`config.mk`:
```
export PLATFORM = sky130hd
export DESIGN_NAME = ad_bus_splitter
export DESIGN_NICKNAME = d
export VERILOG_FILES = /design/src/rtl/ad_split_pkg.sv /design/src/rtl/lo_addr_hold.sv /design/src/rtl/win_select.sv /design/src/rtl/strobe_ctl.sv /design/src/rtl/ad_bus_splitter.sv
export SDC_FILE = /design/constraint.sdc
export NUM_CORES = 1
export LEC_CHECK = 0
export BUFFER_PORTS_ARGS = -buffer_cell sky130_fd_sc_hd__clkbuf_2
export CORE_MARGIN = 4
export CORE_UTILIZATION = 43
export DETAILED_ROUTE_END_ITERATION = 8
export GPL_TIMING_DRIVEN = 0
export PLACE_DENSITY = 0.82
export SLEW_MARGIN = 20
export SYNTH_ARGS = -nofsm -noshare
export SYNTH_HDL_FRONTEND = slang
export SYNTH_SLANG_ARGS = --single-unit
```
`constraint.sdc`:
```
create_clock -name clk -period 2.2 [get_ports clk]
set_input_delay 0.22 -clock clk [delete_from_list [all_inputs] [get_ports clk]]
set_output_delay 0.22 -clock clk [all_outputs]
set_load 0.1 [all_outputs]
```
`src/rtl/ad_split_pkg.sv`:
```
package ad_split_pkg;

  typedef struct packed {
    logic rd;
    logic wr;
    logic oe;
  } mem_ctl_t;

  // Turn the qualified select and the active-low strobes into memory controls.
  // When both strobes are low, the access is ambiguous and no control is raised.
  function automatic mem_ctl_t decode_ctl(input logic sel, input logic rd_n,
                                          input logic wr_n, input logic ram);
    mem_ctl_t c;
    c.rd = sel & ~rd_n & wr_n;
    c.wr = sel & ~wr_n & rd_n & ram;
    c.oe = sel & ~rd_n & wr_n;
    return c;
  endfunction

endpackage

```
`src/rtl/lo_addr_hold.sv`:
```
module lo_addr_hold #(
  parameter int unsigned HI_W = 8,
  parameter int unsigned LO_W = 8
) (
  input  logic                 clk,
  input  logic                 rst,
  input  logic                 ale_i,
  input  logic [HI_W-1:0]      hi_i,
  input  logic [LO_W-1:0]      ad_i,
  output logic [HI_W+LO_W-1:0] addr_o
);
  localparam int unsigned AW = HI_W + LO_W;

  logic [LO_W-1:0] lo_q;
  logic [LO_W-1:0] lo_next;
  logic [AW-1:0]   addr_q;

  // Transparent while the strobe is high; frozen once it falls.
  assign lo_next = ale_i ? ad_i : lo_q;

  always_ff @(posedge clk) begin
    if (rst) begin
      lo_q   <= '0;
      addr_q <= '0;
    end else begin
      lo_q   <= lo_next;
      addr_q <= {hi_i, lo_next};
    end
  end

  assign addr_o = addr_q;

  a_r2_capture_on_strobe: assert property (@(posedge clk) disable iff (rst)
    ale_i |=> (addr_q[LO_W-1:0] == $past(ad_i)));

  a_r3_hold_without_strobe: assert property (@(posedge clk) disable iff (rst)
    !ale_i |=> $stable(lo_q));

  a_r4_high_byte_follows: assert property (@(posedge clk) disable iff (rst)
    1'b1 |=> (addr_q[AW-1:LO_W] == $past(hi_i)));

endmodule

```
`src/rtl/win_select.sv`:
```
module win_select #(
  parameter int unsigned HI_W     = 8,
  parameter int unsigned LO_W     = 8,
  parameter int unsigned WIN_BITS = 10,
  parameter int unsigned WIN_BASE = 5
) (
  input  logic            clk,
  input  logic            rst,
  input  logic            mio_i,
  input  logic [HI_W-1:0] hi_i,
  output logic            sel_next_o,
  output logic            cs_o
);
  localparam int unsigned AW    = HI_W + LO_W;
  localparam int unsigned TAG_W = AW - WIN_BITS;

  logic [TAG_W-1:0] tag;
  logic             cs_q;

  assign tag        = hi_i[HI_W-1:HI_W-TAG_W];
  assign sel_next_o = mio_i && (tag == TAG_W'(WIN_BASE));

  always_ff @(posedge clk) begin
    if (rst) cs_q <= 1'b0;
    else     cs_q <= sel_next_o;
  end

  assign cs_o = cs_q;

  a_r11_io_never_selects: assert property (@(posedge clk) disable iff (rst)
    !mio_i |=> !cs_q);

  a_r5_window_hit_selects: assert property (@(posedge clk) disable iff (rst)
    (mio_i && (hi_i[HI_W-1:HI_W-TAG_W] == TAG_W'(WIN_BASE))) |=> cs_q);

  a_r5_window_miss_deselects: assert property (@(posedge clk) disable iff (rst)
    (hi_i[HI_W-1:HI_W-TAG_W] != TAG_W'(WIN_BASE)) |=> !cs_q);

endmodule

```
`src/rtl/strobe_ctl.sv`:
```
module strobe_ctl
  import ad_split_pkg::*;
#(
  parameter int unsigned LO_W   = 8,
  parameter bit          IS_RAM = 1'b1
) (
  input  logic            clk,
  input  logic            rst,
  input  logic            sel_i,
  input  logic            rd_n_i,
  input  logic            wr_n_i,
  input  logic [LO_W-1:0] ad_i,
  input  logic [LO_W-1:0] rdata_i,
  output logic            rd_o,
  output logic            wr_o,
  output logic            oe_o,
  output logic [LO_W-1:0] wdata_o,
  output logic [LO_W-1:0] rdata_o
);
  mem_ctl_t        ctl;
  mem_ctl_t        ctl_q;
  logic [LO_W-1:0] wdata_q;
  logic [LO_W-1:0] rdata_q;

  assign ctl = decode_ctl(sel_i, rd_n_i, wr_n_i, IS_RAM);

  always_ff @(posedge clk) begin
    if (rst) begin
      ctl_q   <= '0;
      wdata_q <= '0;
      rdata_q <= '0;
    end else begin
      ctl_q   <= ctl;
      wdata_q <= ad_i;
      rdata_q <= rdata_i;
    end
  end

  assign rd_o    = ctl_q.rd;
  assign oe_o    = ctl_q.oe;
  assign wdata_o = wdata_q;
  assign rdata_o = rdata_q;

  generate
    if (IS_RAM) begin : g_ram
      assign wr_o = ctl_q.wr;
      a_r7_write_on_strobe: assert property (@(posedge clk) disable iff (rst)
        (sel_i && !wr_n_i && rd_n_i) |=> wr_o);
    end else begin : g_rom
      assign wr_o = 1'b0;
    end
  endgenerate

  a_r9_conflict_blocks_all: assert property (@(posedge clk) disable iff (rst)
    (!rd_n_i && !wr_n_i) |=> (!rd_o && !wr_o && !oe_o));

  a_r6_read_on_strobe: assert property (@(posedge clk) disable iff (rst)
    (sel_i && !rd_n_i && wr_n_i) |=> rd_o);

  a_r10_wdata_follows_lines: assert property (@(posedge clk) disable iff (rst)
    1'b1 |=> (wdata_q == $past(ad_i)));

endmodule

```
`src/rtl/ad_bus_splitter.sv`:
```
module ad_bus_splitter #(
  parameter int unsigned HI_W     = 8,
  parameter int unsigned LO_W     = 8,
  parameter int unsigned WIN_BITS = 10,
  parameter int unsigned WIN_BASE = 5,
  parameter bit          IS_RAM   = 1'b1
) (
  input  logic                 clk,
  input  logic                 rst,
  input  logic [HI_W-1:0]      hi_addr_i,
  input  logic [LO_W-1:0]      ad_in_i,
  output logic [LO_W-1:0]      ad_out_o,
  output logic                 ad_oe_o,
  input  logic                 ale_i,
  input  logic                 mio_i,
  input  logic                 rd_n_i,
  input  logic                 wr_n_i,
  output logic [HI_W+LO_W-1:0] addr_o,
  output logic [WIN_BITS-1:0]  mem_addr_o,
  output logic                 mem_cs_o,
  output logic                 mem_rd_o,
  output logic                 mem_wr_o,
  output logic [LO_W-1:0]      mem_wdata_o,
  input  logic [LO_W-1:0]      mem_rdata_i
);
  logic sel_next;

  lo_addr_hold #(.HI_W(HI_W), .LO_W(LO_W)) u_hold (
    .clk    (clk),
    .rst    (rst),
    .ale_i  (ale_i),
    .hi_i   (hi_addr_i),
    .ad_i   (ad_in_i),
    .addr_o (addr_o)
  );

  win_select #(
    .HI_W(HI_W), .LO_W(LO_W), .WIN_BITS(WIN_BITS), .WIN_BASE(WIN_BASE)
  ) u_win (
    .clk        (clk),
    .rst        (rst),
    .mio_i      (mio_i),
    .hi_i       (hi_addr_i),
    .sel_next_o (sel_next),
    .cs_o       (mem_cs_o)
  );

  strobe_ctl #(.LO_W(LO_W), .IS_RAM(IS_RAM)) u_ctl (
    .clk     (clk),
    .rst     (rst),
    .sel_i   (sel_next),
    .rd_n_i  (rd_n_i),
    .wr_n_i  (wr_n_i),
    .ad_i    (ad_in_i),
    .rdata_i (mem_rdata_i),
    .rd_o    (mem_rd_o),
    .wr_o    (mem_wr_o),
    .oe_o    (ad_oe_o),
    .wdata_o (mem_wdata_o),
    .rdata_o (ad_out_o)
  );

  assign mem_addr_o = addr_o[WIN_BITS-1:0];

  a_r8_drive_only_on_read: assert property (@(posedge clk) disable iff (rst)
    ad_oe_o |-> (mem_cs_o && mem_rd_o));

  a_r11_enables_need_select: assert property (@(posedge clk) disable iff (rst)
    (mem_rd_o || mem_wr_o) |-> mem_cs_o);

endmodule

```
==> results of run 1 <==
per-layer routing:
layer  GRT usage, %  vias up  share of wire, %
met5              0        -                 0
li1               -      451                 -
met1           14.6      380                37
met4           5.83        0               1.6
met3           10.7        6                17
met2           23.7       60                45
final cells by class:
cell class | count | share of cell area [%]
clock buffer | 6 | 3.16
multi-input combinational | 45 | 20.0
clock inverter | 2 | 2.16
timing repair buffer | 74 | 22.8
inverter | 1 | 0.231
tap | 30 | 2.31
buffer | 15 | 6.09
sequential | 35 | 43.2
power by group:
part / internal [mW] / total, mW / switching, mW
clock: 0.268 / 0.474 / 0.206
sequential: 0.666 / 0.678 / 0.0127
combinational: 0.0787 / 0.441 / 0.362
total: 1.01 / 1.59 / 0.581
critical path, cell delays in order (launching register included):
cell	delay [ns]
sky130_fd_sc_hd__dfxtp_1	0.38
sky130_fd_sc_hd__buf_4	0.12
sky130_fd_sc_hd__clkbuf_2	0.44
logic make-up after synthesis:
| logic type | Yosys count | share of synthesized area (%) |
|---|---|---|
| buffers and inverters | 16 | 9.09 |
| AND/OR/NAND/NOR | 37 | 21.7 |
| multiplexers | 8 | 7.10 |
| flip-flops | 35 | 62.1 |
how the worst max path moves through the flow:
stage	endpoint	cells past startpoint	startpoint	slack [ns]
2_1_floorplan	mem_addr_o[0]	1	u_hold.addr_o[0]	0.61
3_3_place_gp	u_ctl.wr_o	3	hi_addr_i[5]	0.99
3_5_place_dp	u_ctl.wr_o	3	hi_addr_i[5]	0.96
4_1_cts	mem_addr_o[0]	2	u_hold.addr_o[0]	0.68
5_1_grt	mem_addr_o[6]	2	u_hold.addr_o[6]	0.64
6_report	mem_addr_o[0]	2	u_hold.addr_o[0]	0.71
state kept, by name (all words and copies together) (netlist names):
signal / count
u_ctl.rd_o: 1
u_hold.addr_o: 16
u_ctl.wdata_o: 8
u_win.cs_o: 1
u_ctl.rdata_o: 8
u_ctl.wr_o: 1
placed cells by master (no fill, tap or decap), drive strengths merged:
cell,synthesis,routed
clkinv,0,1
mux2i,8,8
nor2b,24,24
nor2,9,9
bufinv,0,1
inv,1,1
nor4,1,1
dfxtp,35,35
clkbuf,3,83
buf,12,12
nor4b,1,1
nand4bb,1,1
or4b,1,1
stage by stage:
stage	instance area (um2)	instances	util (%)	hold slack (ns)	power [mW]
6_report	1620	208	64.9	0.0762	1.59
2_1_floorplan	1130	96	-	0.291	1.06
4_1_cts	1620	208	64.9	0.0589	1.61
3_3_place_gp	1540	200	61.5	0.412	1.13
5_1_grt	1620	208	64.9	0.0414	1.66
3_5_place_dp	1540	200	61.5	0.431	1.14
==> results summary, run 1 <==
The first-pass iteration count of the detailed router came out at 3. Sorting the synthesized cells by area gives the leading types as sky130_fd_sc_hd__dfxtp_1 (62%), sky130_fd_sc_hd__nor2b_1 (13%), sky130_fd_sc_hd__buf_4 (7.3%). Yosys instantiated no cell more often than sky130_fd_sc_hd__dfxtp_1. The slew of the pin with the lowest slew margin came out at between 0.5 and 0.6 ns. The share of the synthesized area in the top cell type is 62.1%. The critical path is of the reg2out type.

The power density of the placed cells came out at 982 nW/um2. The final weighted congestion in routability-driven placement came out at 0.686. The area of the die came out at 3510 um2. The number of instances resized during post-cts repair is 0. The die is 59.2 um tall. In this run the tightest slew margin relative to its limit is 63.3%.

The setup TNS came out at 0 ns. The part of the Yosys area used for sequential elements is 62.1%. The clock sink count is 35. OpenSTA, run right after detailed placement, puts the worst setup slack at 0.957 ns. TritonCTS built the clock tree. The sequential cells in the finished layout cover a total of around 700 um2. The worst register-to-register path begins at u_hold.addr_o[0]. Counting along the longest clock path gives a buffer depth of 2. The achievable clock frequency came out at 669 MHz. Summing all multi-input logic gate instances after layout gives 325 um2. Of all cell types, the one taking the most synthesized area is sky130_fd_sc_hd__dfxtp_1. The register-to-register setup slack came out at 1.55 ns.

The leakage power summed over all cells came out at 0.860 nW. The count of pins over their slew limit came out at 0. For hold timing, the worst endpoint is u_ctl.rd_o. The peak ir drop on the vdd network came out at 686 uV. The initialized floorplan defines 18 standard-cell rows. Counting flops and latches in the post-synthesis netlist gives 35. The data required time of the worst path came out at 1.98 ns.

The x dimension of the die came out at roughly 60 um. The share of flip-flops with an asynchronous set or reset came out at 0%. The net count of the finished layout is 207. On the final layout, the worst clock skew is 0 ns. Averaged over all synthesized cells, the footprint is about 12 um2. The maximum fanout along the worst path came out at 3. Wires add up to about 2400 um. The number of standard cells after synthesis is 96. The H-tree was split into 2 levels.

Summing over every cut layer, the via total after detailed routing is between 800 and 900. The worst setup path is launched from a flop. The number of flops mapped to enable cells by yosys is 0. The clock-pin transition on the worst setup and hold timing paths came out at 0.10 ns. The combined global-route utilization of all metal layers is 14.8%. The starting utilization of the core area is 45.1%. The worst setup path is captured at a primary output. Data arrives at the worst endpoint at around 1.3 ns. The first global-routing pass estimated 3750 um of wire. The final routed wire length divided by cell count is 11.4 um. The count of port buffers added during placement is 74. The net count of the mapped netlist is 126. The number of endpoints failing setup at the final stage is 0. The total congestion overflow came out at 0.

Pin placement for this block handled 76 I/O pins. The final antenna-violating net count is 0. The post-layout minimum cycle time is roughly 1.5 ns. The endpoint identified for the worst register-to-register timing path is u_hold.addr_o[0]. Counting instances in the post-synthesis netlist gives the leading cell types as sky130_fd_sc_hd__dfxtp_1 (35), sky130_fd_sc_hd__nor2b_1 (24), sky130_fd_sc_hd__buf_4 (11).

The via count of the first global-routing pass is 887. The total CTS buffers came out at 5. The most used flip-flop cell after synthesis is sky130_fd_sc_hd__dfxtp_1.

The cell at the root of the clock tree is sky130_fd_sc_hd__clkbuf_4. Summed over all nets, the half-perimeter wirelength after detailed placement is 1900 um. The DRC violations left came out at 0. For this run, the number of Yosys warnings is 0. Setup repair after global routing left no endpoint under its margin. The per-cell via count in the routed design came out at 4.31. In this run the most critical hold path is launched from rd_n_i. The count of fill cells added during filler insertion is 205. The number of buffers inserted to repair setup after CTS came out at 0. The number of diodes added for antenna fixing is 0. After the first detailed-routing iteration, the DRC count stood at 13.

For the worst-skew pair, the clock arrives at the later sink with an insertion delay of 0.33 ns. The total core area came out at around 2500 um2. The number of antenna violations at the first check in global routing came out at 0. The final critical-path setup slack came out at 0.706 ns. The area growth from synthesis to layout is 43.8%. The post-synthesis instance area came out at 1130 um2. The distinct cell type count after synthesis is 12. The count of final hold-check violations is 0.

The number of violations of the max-capacitance limit came out at 0. The cell count of the worst hold path came out at 2. The post-route clock period utilization is 67.9%.

The flow ran to the end, and the final reports show no timing, DRC or antenna violations. The worst-case reg-to-reg path depth is 2. The tightest min-delay check is of the in2reg type.

The number of buffers added to fix hold violations after cts came out at 0. The share of layout cells above drive strength 1 came out at 54.5%. Entering global routing, the biggest net connects 12 pins.
(Power assumes the default switching activity.)
==> run 2: changes to the inputs <==
Settings changed: ABC_AREA set to 1, CORE_UTILIZATION 43 to 40, PLACE_DENSITY 0.82 to 0.77.
Clock period 2.2 ns to 1.55 ns, I/O delays scaled along.
==> run 2 against run 1 <==
Flip-flop and latch count unchanged; core utilization down 1.8 points; clock power up 42%; power up 46%; critical path depth stayed put; area after synthesis increased by 1.4%; synthesized cell count up 33%; design area grew 7.2%; largest cell class unchanged.
==> results summary, run 2 <==
The via count of the first global-routing pass came to 883. Cells fill 63.1% of the core in the end. The number of H-tree branching levels came out at 2.

The clock arrives with 0 ns of skew. For this block, the via count after detailed routing is 992. The floorplan step defined a die boundary enclosing 3780 um2. The total I/O pin count is 76. The combined global-route utilization of all metal layers is 14.2%. The dominant cell type by area after synthesis is sky130_fd_sc_hd__dfxtp_1. The CTS tree is yes. The largest net degree at the start of global routing came out at 12. The peak ir drop on the vdd network is 952 uV. The power density of the placed cells came out at around 1300 nW/um2.

The setup TNS is 0 ns. The number of antenna violations at the first check in global routing came out at 0. After detailed routing, the number of vias per cell comes to 3.95. The final weighted congestion in routability-driven placement came out at 0.785. The share of layout cells above drive strength 1 came out at 45.9%.

The relative area change from synthesis to final layout is 52.0%. In the final routed layout, each cell accounts on average for 10.7 um. The count of pins over their slew limit is 0.

Setup repair after global routing left no endpoint under its margin. The part of the Yosys area used for sequential elements is 61.2%. For this run, the leading register cell type out of synthesis is sky130_fd_sc_hd__dfxtp_1.

The DRC violations left is 0. A synthesized cell averages 8.94 um2. The sequential cell area is between 700 and 800 um2. The worst setup path is launched from a flop.

The HPWL after detailed placement came out at ~2100 um. The arrival time of the worst setup path is approximately 1.3 ns. Hold repair after CTS inserted 10 buffers. The tool flagged a number of max-cap violations equal to 0. The tree is rooted in a sky130_fd_sc_hd__clkbuf_4. After layout, the design draws a total of 2.33 mW. The total congestion overflow came out at 0.

When the netlist entered floorplanning its net count stood at roughly 160. The final net count is 249. The most numerous cell in the Yosys netlist is sky130_fd_sc_hd__dfxtp_1.

The area of the multi-input gates came out at 223 um2. The number of endpoints failing setup at the final stage came out at 0. The share of the synthesized area in the top cell type is 61.2%. Dividing the final minimum period by the clock period gives 90.9%. The flip-flop count of the largest register after layout came out at 16. The post-layout minimum cycle time is 1.41 ns.

The wire length of the first global-routing pass came out at 3800 um. The later-pin clock latency in the skew report came out at 0.32 ns. The first TritonRoute pass finished after 4 iterations.

By count the netlist is led by sky130_fd_sc_hd__dfxtp_1 (35), sky130_fd_sc_hd__nor2_1 (29), sky130_fd_sc_hd__inv_1 (26). In this run, the number of DRC markers left after iteration 0 of detailed routing was 31. The total routed wirelength is approximately 2700 um. The worst relative slew slack is ~63%. The share of flip-flops with an asynchronous set or reset came out at 0%.

The synthesized netlist occupies a cell area of 1140 um2. The slew of the pin with the lowest slew margin came out at 0.555 ns. The number of diodes added for antenna fixing is 0. The classification of the worst-slack hold path is in2reg. The flow ran to the end, and the final reports show no timing, DRC or antenna violations. Once placement completed, the tool counted placed cells totaling around 230. The count of fill cells added during filler insertion came out at 243.

The data required time of the worst path came out at approximately 1.4 ns. The sort of element at the end of the critical path is a primary output. The distinct cell type count after synthesis is 13. The count of port buffers added during placement is 74. After clock tree synthesis, the setup repair step added 0 buffers. The x dimension of the die is 61.5 um. The floorplan step set the die height to roughly 62 um. The number of instances resized during post-cts repair is 0. The total core area came out at 2760 um2. The count of final hold-check violations came out at 0. The starting utilization of the core area came out at 41.5%.

The achievable clock frequency is 710 MHz. Leaving out fill and tap cells, the most frequent cell in the layout is sky130_fd_sc_hd__clkbuf_2. The number of placement rows came out at 19. The number of flops mapped to enable cells by yosys came out at 0. Counting the buffers created by CTS gives 5. The finished layout holds 251 standard cells, fillers aside.

Yosys attributes the largest share of cell area to sky130_fd_sc_hd__dfxtp_1 (61%), sky130_fd_sc_hd__nor2_1 (9.5%), sky130_fd_sc_hd__inv_1 (8.5%). The warning count from the yosys run is 0. The type of the worst setup path is reg2out. The synthesized design contains 35 register bits. The final antenna-violating net count came out at 0. Clock-pin slew was measured on the worst setup and hold paths at approximately 0.10 ns.

The clock sink count is 35. The maximum fanout along the worst path came out at 3. The longest clock path from root to sink contains 2 buffers. The leakage power summed over all cells came out at 1.02 nW. In the layout the commonest cells are sky130_fd_sc_hd__clkbuf_2 (74), sky130_fd_sc_hd__dfxtp_1 (35), sky130_fd_sc_hd__nor2_1 (29), sky130_fd_sc_hd__inv_1 (26), sky130_fd_sc_hd__buf_4 (11).

The number of standard cells after synthesis is 128.
run 2: cells by family after synthesis:
kind of cell    after synthesis  share of synthesized area (%)
buf+inv                      42                           19.3
simple gates                 36                           12.2
flops                        35                           61.2
compound gates               15                           7.21
run 2: per-stage QoR:
step	setup slack (ns)	hold slack [ns]	cell area, um2
global placement	0.496	0.349	1550
CTS	0.117	0.00166	1740
global route	0.0650	0.00167	1740
finish	0.141	0.0206	1740
detailed placement	0.497	0.351	1550
floorplan	0.0210	0.262	1140
run 2: worst max-delay path: stages (launching register included):
cell and delay, ns:
sky130_fd_sc_hd__dfxtp_1 0.38, sky130_fd_sc_hd__buf_4 0.12, sky130_fd_sc_hd__clkbuf_2 0.44
run 2: where the power goes:
group	total [mW]	switching, mW	internal, mW
Clock	0.671	0.290	0.381
Combinational	0.688	0.560	0.128
Sequential	0.967	0.0199	0.947
Total	2.33	0.870	1.46
run 2: final cells by class:
type	instances	share of cell area [%]
tap	31	2.23
sequential	35	40.3
buffer	15	6.61
timing repair buffer	84	27.0
clock inverter	2	2.01
multi-input combinational	51	12.8
inverter	27	6.11
clock buffer	6	2.95
run 2: path summary, 6_finish.rpt:
path / slack, ns / depth (start not counted) / start / endpoint
worst min-delay path: 0.02 / 3 / hi_addr_i[4] / u_hold.addr_o[12]
worst min register to register: 0.54 / 2 / u_hold.addr_o[7] / u_hold.addr_o[7]
worst max register to register: 0.90 / 2 / u_hold.addr_o[6] / u_hold.addr_o[6]
worst max-delay path: 0.14 / 2 / u_hold.addr_o[2] / mem_addr_o[2]
run 2: per-layer routing:
| layer | part of all wire, % | GRT usage [%] | wire, um |
|---|---|---|---|
| met4 | 2.8 | 9.09 | 74 |
| met3 | 6.9 | 3.56 | 184 |
| met1 | 36 | 16.0 | 975 |
| met2 | 54 | 23.5 | 1440 |
| met5 | 0 | 0 | 0 |
==> run 3: changes to the inputs <==
Clock period 1.55 ns to 1.52 ns, I/O delays scaled along.
==> run 3 against run 2 <==
Cell count stayed put; clock power is 16% lower; wire length is 2.8% lower; count of clock-buffer cells in the layout is 1 higher; setup slack better by 0.0073 ns; hold slack worse by 0.0019 ns; global-route usage is 0.18 points higher; non-clock buffer count stayed put; die area stayed put; register-to-register slack worse by 0.02 ns.
==> results summary, run 3 (same netlist as run 2, synthesis figures left out) <==
The worst hold slack came out at 0.0187 ns. The count of port buffers added during placement is 74. The worst hold path passes through 3 cells. The clock drives 35 sinks.

The total CTS buffers came out at 5. The arrival time of the worst setup path is 1.22 ns. The total congestion overflow came out at 0. The internal power is 1.37 mW. The floorplan has 19 rows. The utilization after layout is 63.0%. The number of antenna violations at the first check in global routing came out at 0.

The number of hold buffers added after CTS was 9. The power density of the placed cells is 1300 nW/um2. The largest net degree at the start of global routing came out at 12. The register-to-register setup slack came out at 0.88 ns. The sequential group share of total power is 43.8%.

The relative area change from synthesis to final layout came out at 51.7%. The register with the most flip-flops in the layout has 16 of them. The count of routing violations after the opening detailed-route iteration is 30. The HPWL after detailed placement is 1950 um. The switching power of the nets came out at approximately 0.9 mW. The number of diodes added for antenna fixing came out at 0. The critical path goes through buf_4 -> clkbuf_2. Leaving out fill and tap cells, the most frequent cells in the layout are sky130_fd_sc_hd__clkbuf_2 (74), sky130_fd_sc_hd__nor2_1 (29), sky130_fd_sc_hd__dfxtp_1 (27), sky130_fd_sc_hd__inv_1 (26), sky130_fd_sc_hd__buf_4 (11). At the worst endpoint, the required time is roughly 1.4 ns. The switching fraction of total power came out at roughly two fifths. The post-route cell area came out at 1740 um2. Gates resized during post-CTS repair numbered 0.

The worst-case reg-to-reg path depth came out at 2. The count of pins over their slew limit is 0. After detailed routing, the number of vias per cell comes to slightly above 4. The count of final hold-check violations is 0.

The number of H-tree branching levels came out at 2. No sink is reached through more buffers than the 2 on the longest clock path. The worst hold path begins at mem_rdata_i[1]. The die is ~60 um wide. The final antenna-violating net count came out at 0.

The final weighted congestion in routability-driven placement came out at 0.702. The count of fill cells added during filler insertion came out at around 240. The number of placed instances, taps included is 233. For this block, the routed nets add up to 2610 um of wire. For hold timing, the worst endpoint is u_ctl.rdata_o[1]. The run finished with clean final reports. Prior to clock tree synthesis, the placed netlist has a worst setup slack of slightly above 0.5 ns. The via count of the first global-routing pass came to 958. The leakage power summed over all cells came out at 1.01 nW. The critical path contains buffers and inverters numbering 2 combined. After layout, the worst setup slack is between 0.1 and 0.15 ns. Across all layers, the routed design uses 1025 vias.

For the final routed database, the setup TNS stands at 0 ns. The family of cells with the greatest summed delay on the critical path is buffers and inverters. The timing startpoint of the critical path is u_hold.addr_o[6]. The wire length of the first global-routing pass came out at 3880 um.

The net count of the finished layout is 249. The clock-pin transition on the worst setup and hold timing paths is around 0.10 ns. The delay of the slowest cell on the worst path is around 0.44 ns. For this configuration, the core starts out at a cell density of 41.5%. The share of power burned in combinational logic came out at between 30% and 40%.

The combined global-route utilization of all metal layers is 14.3%. The setup skew after layout came out at 0 ns. The achievable clock frequency is 729 MHz. The maximum fanout along the worst path is 3.

Setup violations remaining at the end of the flow were counted as 0. The DRC violations left came out at 0. The share of power burned in the clock network came out at 25.0%. The non-filler instance count after layout came out at 251.

The area of the die came out at 3780 um2. Setup repair after global routing left no endpoint under its margin. The startpoint identified for the worst register-to-register timing path is u_hold.addr_o[6].

STA classifies the critical path endpoint as a primary output. The post-layout minimum cycle time is 1.37 ns. Across the run, the number of max-cap violations was 0. In the final routed layout, each cell accounts on average for 10.4 um. Leaving out fill and tap cells, the most frequent cell in the layout is sky130_fd_sc_hd__clkbuf_2.

The instance area after placement came out at about 1600 um2. The worst relative slew slack is 63.3%. The total power came out at around 2.3 mW. STA classifies the critical path startpoint as a flop. TritonCTS built the clock tree.

The total core area is roughly 2800 um2. The later-pin clock latency in the skew report came out at 0.32 ns. between 70 and 80 I/O pins were placed. The type of the worst setup path is reg2out. The worst register-to-register path ends at u_hold.addr_o[6]. The slew of the pin with the lowest slew margin came out at 0.553 ns. In this run the worst hold path is classified as in2reg. The cell sitting at the root of the clock tree is a sky130_fd_sc_hd__clkbuf_4. The vertical die dimension came out at 61.5 um. The share of layout cells above drive strength 1 came out at between 40% and 50%. The number of buffers inserted to repair setup after CTS came out at 0. VDD sags by at most 1010 uV. The first detailed-routing pass took 3 iterations.

The post-route clock period utilization is 90.3%. The slowest stage of the critical path belongs to the cell sky130_fd_sc_hd__clkbuf_2. The instance count on the critical path came out at 2.
## run 3: cell types whose count changed in the layout (fill, tap and decap cells not counted)
cell                         previous run  this run
sky130_fd_sc_hd__clkinv_2               1         0
sky130_fd_sc_hd__dfxtp_1               35        27
sky130_fd_sc_hd__clkinvlp_4             0         1
sky130_fd_sc_hd__dfxtp_2                0         8
sky130_fd_sc_hd__bufinv_16              1         0
sky130_fd_sc_hd__clkbuf_8               1         2
## run 3: layout make-up
| cell class | count | area [um2] | share of cell area (%) |
|---|---|---|---|
| flip-flops and latches | 35 | 711 | 40.9 |
| repair buffers | 84 | 470 | 27.1 |
| multi-input cells | 51 | 223 | 12.8 |
| plain buffers | 15 | 115 | 6.63 |
| inverters | 27 | 106 | 6.12 |
| clock buffers | 7 | 65.1 | 3.75 |
| well taps | 31 | 38.8 | 2.23 |
| clock inverters | 1 | 7.51 | 0.432 |
## run 3: worst max path at each step
stage	endpoint	slack, ns
floorplan	mem_addr_o[8]	0.01
global placement	mem_addr_o[6]	0.50
detailed placement	mem_addr_o[6]	0.51
CTS	mem_addr_o[6]	0.12
global route	mem_addr_o[9]	0.09
finish	mem_addr_o[6]	0.15
## run 3: per-layer routing
layer / GRT usage, % / vias up / part of all wire (%)
li1: - / 545 / -
met1: 13.8 / 446 / 35
met2: 27.5 / 29 / 58
met3: 3.77 / 5 / 5.4
met4: 7.27 / 0 / 1.4
met5: 0 / - / 0
## run 3: power by group through the flow
stage / sequential [mW] / clock, mW / combinational (mW)
finish: 0.987 / 0.565 / 0.702
global route: 0.994 / 0.624 / 0.732
global placement: 1.01 / 0 / 0.682
floorplan: 1.36 / 0 / 0.217
CTS: 0.988 / 0.583 / 0.704
detailed placement: 1.01 / 0 / 0.685
## run 3: worst register-to-register path, stage by stage, from the launching register on
cell	delay [ns]
sky130_fd_sc_hd__dfxtp_2	0.34
sky130_fd_sc_hd__o21ai_0	0.15
sky130_fd_sc_hd__a21oi_1	0.05
